[config.mk]
export PLATFORM = sky130hd
export DESIGN_NAME = bnn_xnor_neuron
export DESIGN_NICKNAME = d
export VERILOG_FILES = /design/src/rtl/bnn_pkg.sv /design/src/rtl/bnn_weight_store.sv /design/src/rtl/bnn_popcount.sv /design/src/rtl/bnn_accum.sv /design/src/rtl/bnn_xnor_neuron.sv
export SDC_FILE = /design/constraint.sdc
export NUM_CORES = 2
export LEC_CHECK = 0
export ABC_AREA = 1
export ABC_CLOCK_PERIOD_IN_PS = 4400
export BUFFER_PORTS_ARGS = -buffer_cell sky130_fd_sc_hd__buf_4
export CAP_MARGIN = 40
export CORE_MARGIN = 5
export CORE_UTILIZATION = 58
export CTS_BUF_LIST = sky130_fd_sc_hd__clkbuf_16
export DETAILED_ROUTE_END_ITERATION = 12
export PLACE_DENSITY = 0.8
export SYNTH_ARGS = -nofsm -noshare
export SYNTH_HDL_FRONTEND = slang
export SYNTH_SLANG_ARGS = --single-unit
[constraint.sdc]
create_clock -name clk -period 4.4 [get_ports clk]
set_input_delay 0.88 -clock clk [delete_from_list [all_inputs] [get_ports clk]]
set_output_delay 0.88 -clock clk [all_outputs]
set_load 0.01 [all_outputs]
[src/rtl/bnn_pkg.sv]
package bnn_pkg;

    // Control bits that travel with a word through the pipeline.
    typedef struct packed {
        logic valid;
        logic first;
        logic last;
    } beat_flags_t;

    localparam beat_flags_t BEAT_IDLE = '{valid: 1'b0, first: 1'b0, last: 1'b0};

endpackage

[src/rtl/bnn_weight_store.sv]
module bnn_weight_store #(
    parameter int WORD_W    = 64,
    parameter int NUM_WORDS = 16,
    parameter int WGT_W     = 8,
    localparam int IDX_W    = $clog2(NUM_WORDS),
    localparam int LANE_W   = $clog2(WORD_W)
) (
    input  logic                    clk,
    input  logic                    rst_n,
    input  logic                    wr_en,
    input  logic [IDX_W-1:0]        wr_word,
    input  logic [LANE_W-1:0]       wr_lane,
    input  logic signed [WGT_W-1:0] wr_value,
    input  logic [IDX_W-1:0]        rd_word,
    output logic [WORD_W-1:0]       rd_bits
);

    logic [NUM_WORDS-1:0][WORD_W-1:0] mem_d, mem_q;
    logic                             sign_bit;

    // Positive means sign bit clear and not all zero.
    assign sign_bit = ~wr_value[WGT_W-1] & (|wr_value);

    always_comb begin
        mem_d = mem_q;
        if (wr_en && (int'(wr_word) < NUM_WORDS)) begin
            mem_d[wr_word][wr_lane] = sign_bit;
        end
    end

    always_ff @(posedge clk) begin
        if (!rst_n) begin
            mem_q <= '0;
        end else begin
            mem_q <= mem_d;
        end
    end

    assign rd_bits = mem_q[rd_word];

    AST_ZERO_IS_NEG: assert property (@(posedge clk) disable iff (!rst_n)
        (wr_en && wr_value == '0) |=> mem_q[$past(wr_word)][$past(wr_lane)] == 1'b0)
        else $error("zero weight stored as +1");

endmodule

[src/rtl/bnn_popcount.sv]
module bnn_popcount
    import bnn_pkg::*;
#(
    parameter int WORD_W  = 64,
    parameter int GROUP_W = 8,
    localparam int CNT_W  = $clog2(WORD_W + 1),
    localparam int GROUPS = WORD_W / GROUP_W,
    localparam int GC_W   = $clog2(GROUP_W + 1)
) (
    input  logic              clk,
    input  logic              rst_n,
    input  beat_flags_t       in_flags,
    input  logic [WORD_W-1:0] in_bits,
    output beat_flags_t       cnt_flags,
    output logic [CNT_W-1:0]  cnt,
    output logic              busy
);

    typedef struct packed {
        beat_flags_t                  f1;
        logic [GROUPS-1:0][GC_W-1:0]  grp;
        beat_flags_t                  f2;
        logic [CNT_W-1:0]             sum;
    } pc_state_t;

    pc_state_t                   pc_d, pc_q;
    logic [GROUPS-1:0][GC_W-1:0] grp_cnt;

    // First tree level: one small counter per lane group.
    for (genvar g = 0; g < GROUPS; g++) begin : g_group
        always_comb begin
            grp_cnt[g] = '0;
            for (int i = 0; i < GROUP_W; i++) begin
                grp_cnt[g] = grp_cnt[g] + GC_W'(in_bits[g*GROUP_W + i]);
            end
        end
    end

    always_comb begin
        pc_d     = pc_q;
        pc_d.f1  = in_flags;
        pc_d.grp = grp_cnt;
        pc_d.f2  = pc_q.f1;
        pc_d.sum = '0;
        for (int g = 0; g < GROUPS; g++) begin
            pc_d.sum = pc_d.sum + CNT_W'(pc_q.grp[g]);
        end
    end

    always_ff @(posedge clk) begin
        if (!rst_n) begin
            pc_q    <= '0;
            pc_q.f1 <= BEAT_IDLE;
            pc_q.f2 <= BEAT_IDLE;
        end else begin
            pc_q <= pc_d;
        end
    end

    assign cnt_flags = pc_q.f2;
    assign cnt       = pc_q.sum;
    assign busy      = pc_q.f1.valid | pc_q.f2.valid;

    AST_PC_LATENCY: assert property (@(posedge clk) disable iff (!rst_n)
        in_flags.valid |-> ##2 cnt_flags.valid)
        else $error("popcount latency broken");

    AST_CNT_MAX: assert property (@(posedge clk) disable iff (!rst_n)
        cnt_flags.valid |-> (int'(cnt) <= WORD_W))
        else $error("word count exceeds lane count");

endmodule

[src/rtl/bnn_accum.sv]
module bnn_accum
    import bnn_pkg::*;
#(
    parameter int WORD_W = 64,
    parameter int ACC_W  = 16,
    localparam int CNT_W = $clog2(WORD_W + 1)
) (
    input  logic              clk,
    input  logic              rst_n,
    input  beat_flags_t       cnt_flags,
    input  logic [CNT_W-1:0]  cnt,
    input  logic [ACC_W-1:0]  thr,
    output logic              out_valid,
    output logic              out_bit
);

    typedef struct packed {
        logic [ACC_W-1:0] acc;
        logic             ov;
        logic             ob;
    } acc_state_t;

    acc_state_t       acc_d, acc_q;
    logic [ACC_W-1:0] base;
    logic [ACC_W-1:0] total;

    always_comb begin
        acc_d = acc_q;
        base  = cnt_flags.first ? '0 : acc_q.acc;
        total = base + ACC_W'(cnt);
        acc_d.ov = cnt_flags.valid & cnt_flags.last;
        if (cnt_flags.valid) begin
            acc_d.acc = total;
        end
        if (cnt_flags.valid && cnt_flags.last) begin
            acc_d.ob = (total >= thr);
        end
    end

    always_ff @(posedge clk) begin
        if (!rst_n) begin
            acc_q <= '0;
        end else begin
            acc_q <= acc_d;
        end
    end

    assign out_valid = acc_q.ov;
    assign out_bit   = acc_q.ob;

    AST_NO_OVERFLOW: assert property (@(posedge clk) disable iff (!rst_n)
        (cnt_flags.valid && !cnt_flags.first) |->
            ((ACC_W+1)'(acc_q.acc) + (ACC_W+1)'(cnt)) < (ACC_W+1)'(1 << ACC_W))
        else $error("accumulator overflow");

    AST_THR_STABLE: assert property (@(posedge clk) disable iff (!rst_n)
        cnt_flags.valid |-> $stable(thr))
        else $error("threshold changed under a word in flight");

endmodule

[src/rtl/bnn_xnor_neuron.sv]
module bnn_xnor_neuron
    import bnn_pkg::*;
#(
    parameter int WORD_W    = 64,
    parameter int NUM_WORDS = 16,
    parameter int WGT_W     = 8,
    parameter int ACC_W     = 16,
    parameter int GROUP_W   = 8,
    localparam int IDX_W    = $clog2(NUM_WORDS),
    localparam int LANE_W   = $clog2(WORD_W),
    localparam int CNT_W    = $clog2(WORD_W + 1)
) (
    input  logic                    clk,
    input  logic                    rst_n,
    input  logic                    in_valid,
    output logic                    in_ready,
    input  logic                    in_first,
    input  logic                    in_last,
    input  logic [WORD_W-1:0]       in_data,
    input  logic [WORD_W-1:0]       in_mask,
    input  logic                    wgt_wr_en,
    input  logic [IDX_W-1:0]        wgt_wr_word,
    input  logic [LANE_W-1:0]       wgt_wr_lane,
    input  logic signed [WGT_W-1:0] wgt_wr_value,
    input  logic                    thr_wr_en,
    input  logic [ACC_W-1:0]        thr_wr_value,
    output logic                    cfg_ready,
    output logic                    out_valid,
    output logic                    out_bit
);

    typedef struct packed {
        logic              open;
        logic [IDX_W-1:0]  idx;
        logic [ACC_W-1:0]  thr;
        beat_flags_t       s1;
        logic [WORD_W-1:0] s1_bits;
    } ctl_state_t;

    ctl_state_t        ctl_d, ctl_q;
    logic              accept;
    logic              cfg_req;
    logic              pc_busy;
    logic [IDX_W-1:0]  word_sel;
    logic [WORD_W-1:0] wgt_bits;
    beat_flags_t       cnt_flags;
    logic [CNT_W-1:0]  cnt;

    always_comb begin
        ctl_d     = ctl_q;
        cfg_ready = ~(ctl_q.open | ctl_q.s1.valid | pc_busy);
        cfg_req   = wgt_wr_en | thr_wr_en;
        in_ready  = ~(cfg_ready & cfg_req);
        accept    = in_valid & in_ready;
        word_sel  = in_first ? '0 : ctl_q.idx;

        ctl_d.s1.valid = accept;
        ctl_d.s1.first = in_first;
        ctl_d.s1.last  = in_last;
        ctl_d.s1_bits  = ~(in_data ^ wgt_bits) & in_mask;

        if (accept) begin
            ctl_d.open = ~in_last;
            ctl_d.idx  = (word_sel == IDX_W'(NUM_WORDS - 1)) ? '0 : word_sel + 1'b1;
        end
        if (cfg_ready && thr_wr_en) begin
            ctl_d.thr = thr_wr_value;
        end
    end

    always_ff @(posedge clk) begin
        if (!rst_n) begin
            ctl_q    <= '0;
            ctl_q.s1 <= BEAT_IDLE;
        end else begin
            ctl_q <= ctl_d;
        end
    end

    bnn_weight_store #(
        .WORD_W    (WORD_W),
        .NUM_WORDS (NUM_WORDS),
        .WGT_W     (WGT_W)
    ) u_store (
        .clk      (clk),
        .rst_n    (rst_n),
        .wr_en    (cfg_ready & wgt_wr_en),
        .wr_word  (wgt_wr_word),
        .wr_lane  (wgt_wr_lane),
        .wr_value (wgt_wr_value),
        .rd_word  (word_sel),
        .rd_bits  (wgt_bits)
    );

    bnn_popcount #(
        .WORD_W  (WORD_W),
        .GROUP_W (GROUP_W)
    ) u_count (
        .clk       (clk),
        .rst_n     (rst_n),
        .in_flags  (ctl_q.s1),
        .in_bits   (ctl_q.s1_bits),
        .cnt_flags (cnt_flags),
        .cnt       (cnt),
        .busy      (pc_busy)
    );

    bnn_accum #(
        .WORD_W (WORD_W),
        .ACC_W  (ACC_W)
    ) u_acc (
        .clk       (clk),
        .rst_n     (rst_n),
        .cnt_flags (cnt_flags),
        .cnt       (cnt),
        .thr       (ctl_q.thr),
        .out_valid (out_valid),
        .out_bit   (out_bit)
    );

    AST_THR_HOLD: assert property (@(posedge clk) disable iff (!rst_n)
        !cfg_ready |=> ctl_q.thr == $past(ctl_q.thr))
        else $error("threshold written while busy");

    AST_OPEN_BLOCKS_CFG: assert property (@(posedge clk) disable iff (!rst_n)
        (accept && !in_last) |=> !cfg_ready)
        else $error("configuration open during a vector");

endmodule

==> run_results.csv <==
group,metric,value,unit
global_route,grt_antenna_before_repair,7,
sta,whs,0.3670,ns
worst_hold_path,holdPathEnd,"ctl_q[87]$_SDFFE_PN0P_",
yosys,ys_top_cells_by_count,"1521 x nand3_1, 1493 x nand2_1, 1177 x inv_1, 1175 x dfxtp_1, 975 x a21oi_1",
setup_path,startpoint_type,"register",
clock_network,path_clk_slew,0.06,ns
global_route,grt_usage,35.78,%
yosys,synth_top_area_share,38.49,%
yosys,synth.most_common_cell,"nand3_1",
sta,timing.final.crit_period,4.193,ns
setup_path,arrival,4.85,ns
yosys,ys_ff_latch,1175,
yosys,async_flop_share,0,%
power_and_ir_drop,internal-power,17.38,mW
power_and_ir_drop,peakVddDrop,0.3684,mV
clock_network,cts_buffers,131,
routing,wl_per_cell,20.35,µm
yosys,avgSynthCellArea,6.708,µm²
clock_network,cts_sinks,1175,
yosys,synth_warnings,0,
setup_path,r2r_start,"u_count.pc_q[10]$_SDFF_PN0_",
finish,drive_gt1_share,6.621,%
place,hpwl,112300,µm
place,port_buffers,172,
worst_hold_path,min-delay-start,"in_last",
global_route,first_global_vias,59067,
yosys,ys_types,30,
power_and_ir_drop,p_sw_share,28.40,%
clock_network,post_cts_buffers,0,
sta,fmax,0.2385,GHz
floorplanning,io_pins,173,
yosys,synthesis.nets,9396,
power_and_ir_drop,p_seq_share,44.6,%
flow_run,drv_cap,0,
setup_path,reg2reg_to,"u_count.cnt[6]$_SDFF_PN0_",
power_and_ir_drop,p_clk_share,42.8,%
finish,syn_to_final_growth,10.23,%
floorplanning,fp.coreArea,0.1050,mm²
setup_path,rrSetupSlack,0.21,ns
finish,multi_input_area,0.02998,mm²
place,routabilityCongestion,0.8553,
yosys,synth_edf_count,0,
power_and_ir_drop,comb_power_share,12.7,%
clock_network,postCtsResizedCells,0,
routing,drt_iter0_drc,9723,
routing,postRouteAntennaNets,0,
setup_path,worstSetupEndpointType,"register",
clock_network,root_buffer,"clkbuf_16",
routing,drtPass1Iterations,10,
floorplanning,rows,119,
clock_network,cts_hold_buf,0,
yosys,yosysTopAreaCell,"dfxtp_1",
sta,drv_slew,0,
yosys,synth.area.top_cells,"dfxtp_1 38%, nand3_1 12%, nand2_1 9.2%",
finish,final_design_area_no_fill,0.06737,mm²
place,postPlaceCellArea,0.06338,mm²
clock_network,htreeDepth,4,
sta,skew,0.02570,ns
sta,tns,0,ns
global_route,grt_pass1_wl,326200,µm
setup_path,required,5.06,ns
clock_network,clk_latency,0.77,ns
power_and_ir_drop,p_leak,24.37,nW
floorplanning,die_y,334.6,µm
finish,regArea,0.02353,mm²
floorplanning,dieArea,0.1120,mm²
power_and_ir_drop,switchingPower,6.895,mW
setup_path,path_class,"register to register",
clock_network,clockBufferDepth,3,
sta,fin_crit_sh,95.29,%
global_route,grt.overflow.total,0,
sta,max_slew_margin,12.83,%
worst_hold_path,whs_path_depth,2,
sta,finalHoldViolCount,0,
routing,vias_per_cell,6.167,
routing,wl,210300,µm
sta,tightest_slew,1.307,ns
global_route,grt_max_degree,183,
finish,fillers,9164,
worst_hold_path,hold_path.class,"input pin to register",
clock_network,cts_tree,"done",
yosys,syn_area,0.06112,mm²
routing,via_count,63746,
sta,rsz0062_at_grt,"false",
sta,finalSetupViolCount,0,
power_and_ir_drop,power_density,360.3,mW/mm²
setup_path,rr_worst_depth,18,
yosys,synthFlopType,"dfxtp_1",
yosys,post_synth_inst_count,9112,
setup_path,critPathMaxFanout,3,
floorplanning,die_w,334.6,µm
finish,finalNetCount,9124,
run_status,status,"finished, final reports clean",
floorplanning,start_util,58.23,%
yosys,ys_seq_area_share,38.49,%
routing,drc,0,
-- area by class of cell --
| cell class | count | share of cell area [%] |
|---|---|---|
| Timing Repair Buffer | 364 | 5.319 |
| Tap cell | 1391 | 2.583 |
| Clock buffer | 135 | 5.014 |
| Antenna cell | 5 | 0.01857 |
| Clock inverter | 99 | 0.8933 |
| Multi-Input combinational cell | 5965 | 44.49 |
| Inverter | 1203 | 6.756 |
| Sequential cell | 1175 | 34.92 |
-- cell usage in the layout, fill, tap and decap left out, drive strengths merged --
master	synthesis	layout
a211oi	1	1
a21oi	975	975
a31oi	1	1
buf	276	364
bufinv	0	4
clkbuf	493	135
clkinv	3	55
clkinvlp	0	4
dfxtp	1175	1175
diode	0	5
fa	52	52
ha	63	63
inv	1200	1239
mux2i	110	110
nand2	1494	1494
nand3	1521	1521
nand4	276	276
nor2	387	387
nor3	74	74
nor4	65	65
o21a	1	1
o21ai	932	932
o21bai	2	2
xnor2	1	1
xor2	10	10
-- worst max-delay path, stage by stage (launching register included) --
cell	delay [ns]
dfxtp_1	0.30
ha_1	0.23
fa_1	0.42
xor2_1	0.19
fa_1	0.49
inv_1	0.05
fa_1	0.49
fa_1	0.43
fa_1	0.54
inv_1	0.06
ha_1	0.28
nand3_1	0.09
nand2_1	0.08
nand2_1	0.06
nand2_1	0.05
a21oi_1	0.15
nand2_1	0.07
nand2_1	0.06
nor2_1	0.05
-- metal layers --
metal  up-vias  share of wire (%)  GRT usage (%)
met1     29161                 37          46.39
met5         -              0.012              0
met2      4190                 43          55.09
li1      29551                  -              -
met3       840                 13          8.836
met4         4                6.0          19.61
-- flip-flops by register name, indices dropped and copies added, names as in the netlist --
signal and cells:
ctl_q 88, u_acc.acc_q 16, u_acc.out_bit 1, u_acc.out_valid 1, u_count.cnt 7, u_count.cnt_flags 3
u_count.pc_d 3, u_count.pc_q 32, u_store.mem_q 1024
-- per-stage QoR --
stage	cells	setup WS, ns	util, %	power [mW]
2_1_floorplan	9112	0.4669	-	12.86
3_3_place_gp	10089	0.2564	60.14	13.91
3_5_place_dp	10098	0.2540	60.38	14.00
4_1_cts	10332	0.2229	64.17	24.18
5_1_grt	10332	0.01111	64.17	24.97
6_report	10337	0.2071	64.18	24.28
-- kinds of logic (layout without fill, tap and decap cells) --
| family | after synthesis | after routing | synth area share, % |
|---|---|---|---|
| other | 0 | 5 | 0 |
| DFF | 1175 | 1175 | 38.49 |
| buffers and inverters | 1972 | 1801 | 12.68 |
| AOI/OAI and AO/OA | 1912 | 1912 | 15.69 |
| adders and majority gates | 115 | 115 | 2.993 |
| and+or+nand+nor | 3817 | 3817 | 28.20 |
| muxes | 110 | 110 | 1.801 |
| xor gates and xnor gates | 11 | 11 | 0.1576 |
-- power groups by stage --
stage	Combinational, mW	Sequential (mW)	Clock (mW)
global placement	2.86	11.1	0
finish	3.07	10.8	10.4
global route	3.28	10.8	10.9
CTS	2.97	10.8	10.4
floorplan	1.85	11.0	0
detailed placement	2.95	11.1	0
-- how the worst max path moves through the flow --
stage	slack, ns	from	cells after the start	end
3_3_place_gp	0.26	u_count.pc_q[10]$_SDFF_PN0_	18	u_count.cnt[6]$_SDFF_PN0_
3_5_place_dp	0.25	u_count.pc_q[10]$_SDFF_PN0_	18	u_count.cnt[6]$_SDFF_PN0_
4_1_cts	0.22	u_count.pc_q[10]$_SDFF_PN0_	18	u_count.cnt[6]$_SDFF_PN0_
5_1_grt	0.01	u_count.pc_q[10]$_SDFF_PN0_	18	u_count.cnt[6]$_SDFF_PN0_
2_1_floorplan	0.47	u_count.pc_q[10]$_SDFF_PN0_	18	u_count.cnt[6]$_SDFF_PN0_
6_report	0.21	u_count.pc_q[10]$_SDFF_PN0_	18	u_count.cnt[6]$_SDFF_PN0_
Note: power is estimated with default switching activity, not from simulation.
